<file path="src/rtl/rr_xbar_matcher.sv">
module rr_xbar_matcher #(
  parameter int N    = 4,
  parameter int ITER = 3
) (
  input  logic           clk,
  input  logic           rst_n,
  input  logic           start,
  input  logic [N*N-1:0] req,
  output logic           done,
  output logic [N*N-1:0] match
);
  localparam int PW = (N > 1) ? $clog2(N) : 1;
  localparam int IW = (ITER > 1) ? $clog2(ITER) : 1;

  logic                   busy_q, ph_q, done_q;
  logic [IW-1:0]          it_q;
  logic [N*N-1:0]         req_q, match_q;
  logic [N-1:0][N-1:0]    gnt_q, gnt_d, acc_d, colm;
  logic [N-1:0][PW-1:0]   gptr_q, aptr_q;
  logic [N-1:0]           in_free, out_free;

  function automatic logic [N-1:0] rr_pick(input logic [N-1:0] v, input logic [PW-1:0] p);
    logic [N-1:0] r;
    r = '0;
    for (int k = 0; k < N; k++) begin
      int idx;
      idx = (int'(p) + k) % N;
      if (v[idx] && r == '0) r[idx] = 1'b1;
    end
    return r;
  endfunction

  function automatic logic [PW-1:0] nxt(input int x);
    return PW'((x + 1) % N);
  endfunction

  always_comb begin
    for (int o = 0; o < N; o++)
      for (int i = 0; i < N; i++) colm[o][i] = match_q[i*N+o];
    for (int i = 0; i < N; i++) in_free[i] = ~|match_q[i*N +: N];
    for (int o = 0; o < N; o++) out_free[o] = ~|colm[o];
    for (int o = 0; o < N; o++) begin
      logic [N-1:0] cand;
      for (int i = 0; i < N; i++) cand[i] = req_q[i*N+o] & in_free[i] & out_free[o];
      gnt_d[o] = rr_pick(cand, gptr_q[o]);
    end
    for (int i = 0; i < N; i++) begin
      logic [N-1:0] offers;
      for (int o = 0; o < N; o++) offers[o] = gnt_q[o][i] & in_free[i];
      acc_d[i] = rr_pick(offers, aptr_q[i]);
    end
  end

  always_ff @(posedge clk or negedge rst_n) begin
    if (!rst_n) begin
      busy_q <= 1'b0; ph_q <= 1'b0; done_q <= 1'b0; it_q <= '0;
      req_q <= '0; match_q <= '0; gnt_q <= '0;
      gptr_q <= '0; aptr_q <= '0;
    end else begin
      done_q <= 1'b0;
      if (!busy_q) begin
        if (start) begin
          busy_q <= 1'b1; ph_q <= 1'b0; it_q <= '0;
          req_q <= req; match_q <= '0;
        end
      end else if (!ph_q) begin
        gnt_q <= gnt_d;
        ph_q  <= 1'b1;
      end else begin
        ph_q <= 1'b0;
        for (int i = 0; i < N; i++) begin
          if (acc_d[i] != '0) begin
            match_q[i*N +: N] <= acc_d[i];
            if (it_q == '0) begin
              for (int o = 0; o < N; o++) begin
                if (acc_d[i][o]) begin
                  aptr_q[i] <= nxt(o);
                  gptr_q[o] <= nxt(i);
                end
              end
            end
          end
        end
        if (int'(it_q) == ITER - 1) begin
          busy_q <= 1'b0;
          done_q <= 1'b1;
        end else begin
          it_q <= it_q + 1'b1;
        end
      end
    end
  end

  assign done  = done_q;
  assign match = match_q;

  p_done_single_r6: assert property (@(posedge clk) disable iff (!rst_n)
    done_q |=> !done_q);
  p_done_from_run_r6: assert property (@(posedge clk) disable iff (!rst_n)
    $rose(done_q) |-> $past(busy_q));
  p_no_unrequested_pair_r7: assert property (@(posedge clk) disable iff (!rst_n)
    done_q |-> ((match_q & ~req_q) == '0));
  p_ptr_frozen_late_r5: assert property (@(posedge clk) disable iff (!rst_n)
    (busy_q && it_q != '0) |=> ($stable(gptr_q) && $stable(aptr_q)));
  p_busy_start_ignored_r8: assert property (@(posedge clk) disable iff (!rst_n)
    (busy_q && start) |=> $stable(req_q));
  p_start_arms_r1: assert property (@(posedge clk) disable iff (!rst_n)
    (!busy_q && start) |=> (busy_q && match_q == '0));

  for (genvar o = 0; o < N; o++) begin : g_col
    p_one_input_per_output_r7: assert property (@(posedge clk) disable iff (!rst_n)
      $onehot0(colm[o]));
  end
endmodule

</file>
<file path="config.mk">
export PLATFORM = sky130hd
export DESIGN_NAME = rr_xbar_matcher
export DESIGN_NICKNAME = d
export VERILOG_FILES = /design/src/rtl/rr_xbar_matcher.sv
export SDC_FILE = /design/constraint.sdc
export NUM_CORES = 1
export LEC_CHECK = 0
export BUFFER_PORTS_ARGS = -buffer_cell sky130_fd_sc_hd__buf_2
export CORE_UTILIZATION = 60
export DETAILED_ROUTE_END_ITERATION = 10
export HOLD_SLACK_MARGIN = 0.1
export PLACE_DENSITY = 0.78
export RECOVER_POWER = 25
export SKIP_CTS_REPAIR_TIMING = 1
export SLEW_MARGIN = 5
export SYNTH_ARGS = -nofsm -noshare
export SYNTH_HDL_FRONTEND = slang
export SYNTH_SLANG_ARGS = --single-unit
export TNS_END_PERCENT = 5
</file>
<file path="constraint.sdc">
create_clock -name clk -period 3.7 [get_ports clk]
set_clock_uncertainty 0.2 [all_clocks]
set_input_delay 0.74 -clock clk [delete_from_list [all_inputs] [get_ports clk]]
set_output_delay 0.74 -clock clk [all_outputs]
set_load 0.05 [all_outputs]
</file>
==> summary.md <==
| Metric | Value |
|---|---|
| Seq cells post-synth | `69` |
| WL/cell | `20.1 µm` |
| Sequential-to-total area share from yosys stat | `0.260` |
| TNS Setup | `0 ns` |
| Antenna violations before repair | `0` |
| Die ar. | `11500 µm²` |
| WP data required | `3.74 ns` |
| Top FF cell, synth | `dfrtp_1` |
| Final #Nets | `875` |
| Drt first pass iters | `7` |
| Clock sinks | `69` |
| CP endpoint kind | `register` |
| Final setup fails | `0` |
| TritonCTS clock tree | `yes` |
| Placed instance area | `7040 µm²` |
| Die height | `107 µm` |
| RSZ-0062 raised after global routing | `no` |
| CP Launch Type | `register` |
| Die width | `107 µm` |
| Cells on worst reg2reg path | `10` |
| Crit path max fanout | `8` |
| Worst hold-check path type | `reg2reg` |
| Synth async-reset ratio | `1.00` |
| Core footprint | `10800 µm²` |
| Clk slew on worst S/H paths | `0.08 ns` |
| First-pass GRT wire length | `31000 µm` |
| GRT Total Usage | `0.345` |
| Gp weighted congestion | `1.03` |
| Clk root buf | `clkbuf_8` |
| Worst setup margin | `0.184 ns` |
| Initial DRC count | `805` |
| Worst Hold Endpoint | `it_q[0]` |
| Final Cell Area | `7320 µm²` |
| WP data arrival | `3.56 ns` |
| Avg Cell Area, Syn | `8.66 µm²` |
| Reg2reg setup slack | `0.18 ns` |
| Max Cap Violations | `1` |
| Antenna Cells | `0` |
| Total Routed Length | `19200 µm` |
| Skew-Pair Late Insertion Delay | `0.35 ns` |
| Measured slew at the worst slew-check pin | `1.53 ns` |
| Total CTS buffers | `9` |
| R2r startpoint | `aptr_q[1]` |
| Failing checks | `capacitance limit, slew limit` |
| Fin util | `0.678` |
| Hold Startpoint | `it_q[0]` |
| IO Port Bufs | `35` |
| Ys Warns | `0` |
| Synthesized cell area | `6630 µm²` |
| Vias per inst | `6.93` |
| Pre-CTS WS | `0.172 ns` |
| Most common cell after layout, fill and taps aside | `nand2_1` |
| Commonest cells after routing, fill and taps aside | `110 x nand2_1, 68 x dfrtp_1, 46 x ha_1, 41 x nand3_1, 38 x nor2_1` |
| Setup CP Type | `reg2reg` |
| Maximum clock rate | `0.284 GHz` |
| Syn Nets | `831` |
| Post-synth EDFFs | `0` |
| Routed vias | `6618` |
| Worst hold path depth | `1` |
| Status | `finished, violations left` |
| Starting Density | `0.614` |
| Synth cell types | `91` |
| Final worst-path cycle share | `0.950` |
| Residual DRC | `0` |
| Clk buf depth | `2` |
| Row count | `38` |
| Cell count after synthesis | `766` |
| Max_slew headroom | `-0.0227` |
| Layout fillers | `899` |
| Worst r2r dst | `aptr_q[0]` |
| Share of cells above drive strength 1 | `0.169` |
| Max-slew violations | `29` |
| Post-route ant nets | `0` |
| Final-report hold violation count | `0` |
| Largest net degree at the start of global routing | `29` |
| HPWL after detailed placement | `14700 µm` |
| Post-layout min period | `3.52 ns` |
| IO Pins | `36` |
| Area growth syn-to-layout | `10.4%` |
| H-tree Lvls | `3` |
| Vias in the first global route | `6116` |
| GR Overflow Total | `0` |
-- registers in the layout, summed over array words and instances (netlist names) --
name,cells
done,1
ph_q,1
gptr_q,8
busy_q,1
gnt_q,16
aptr_q,8
req_q,16
it_q,2
match,16
-- cells by family (layout without fill, tap and decap cells) --
| logic type | count (synthesis) | count (layout) | share of synthesized area |
|---|---|---|---|
| AND/OR/NAND/NOR | 297 | 297 | 0.230 |
| flip-flops | 69 | 69 | 0.260 |
| buffers and inverters | 59 | 108 | 0.0376 |
| adder cells (fa/ha/maj) | 46 | 46 | 0.0868 |
| multiplexers | 34 | 34 | 0.0832 |
| AO/OA/AOI/OAI | 261 | 261 | 0.302 |
-- critical path: stages (launching register included) --
cell and delay [ns]:
dfrtp_1 0.49, inv_1 0.13, ha_1 0.34, mux4_2 0.56
a21bo_1 0.29, o21ai_1 0.11, a31oi_1 0.28, nand2_1 0.14
or3_1 0.43, nand2_1 0.09, mux2_2 0.34
-- metrics by stage --
step                hold slack [ns]  std cells
floorplan                     0.244        766
global placement              0.264        939
detailed placement            0.277        939
CTS                           0.214        955
global route                  0.327        955
finish                        0.283        955
-- routing by layer --
layer | vias up | GRT usage | share of wire
met5 | - | 0 | 0
met4 | 0 | 0.107 | 0.022
met3 | 37 | 0.0602 | 0.082
met2 | 314 | 0.575 | 0.48
met1 | 3220 | 0.457 | 0.42
li1 | 3047 | - | -
-- final cells by class --
type / instances / area (µm²) / area share
inverter: 33 / 124 / 0.0169
clock inverter: 6 / 134 / 0.0183
sequential: 69 / 1730 / 0.236
clock buffer: 10 / 138 / 0.0188
tap: 140 / 175 / 0.0239
multi-input combinational: 638 / 4670 / 0.638
timing repair buffer: 59 / 350 / 0.0479
-- cell usage after synthesis, drive strengths merged, types with 9 or more instances --
| library cell | count | area [µm²] |
|---|---|---|
| a211oi | 15 | 123 |
| a21o | 9 | 67.6 |
| a21oi | 34 | 178 |
| a221oi | 10 | 118 |
| a22o | 16 | 140 |
| a31oi | 13 | 87.6 |
| and2 | 21 | 134 |
| and3 | 14 | 87.6 |
| buf | 9 | 61.3 |
| clkbuf | 17 | 63.8 |
| dfrtp | 69 | 1730 |
| ha | 46 | 576 |
| inv | 33 | 124 |
| mux2 | 9 | 101 |
| mux2i | 9 | 90.1 |
| mux4 | 16 | 360 |
| nand2 | 110 | 413 |
| nand2b | 9 | 56.3 |
| nand3 | 41 | 205 |
| nor2 | 39 | 154 |
| nor3 | 10 | 55.1 |
| nor4 | 10 | 105 |
| o211ai | 12 | 90.1 |
| o21ai | 45 | 225 |
| o2bb2ai | 13 | 114 |
| or4 | 12 | 90.1 |
-- how the worst max path moves through the flow --
stage / start / to / slack (ns) / depth (start not counted)
after floorplan: aptr_q[2] / gptr_q[4] / 0.37 / 11
after global placement: aptr_q[1] / aptr_q[0] / 0.34 / 10
final: aptr_q[1] / aptr_q[0] / 0.18 / 10
after global routing: aptr_q[2] / gptr_q[4] / 0.03 / 10
after CTS: aptr_q[6] / gptr_q[5] / 0.16 / 10
after detailed placement: aptr_q[6] / gptr_q[5] / 0.17 / 10
Power is left out: the tool's default activity adds up to more than one toggle a clock period on the data nets, which glitch-free logic cannot reach.
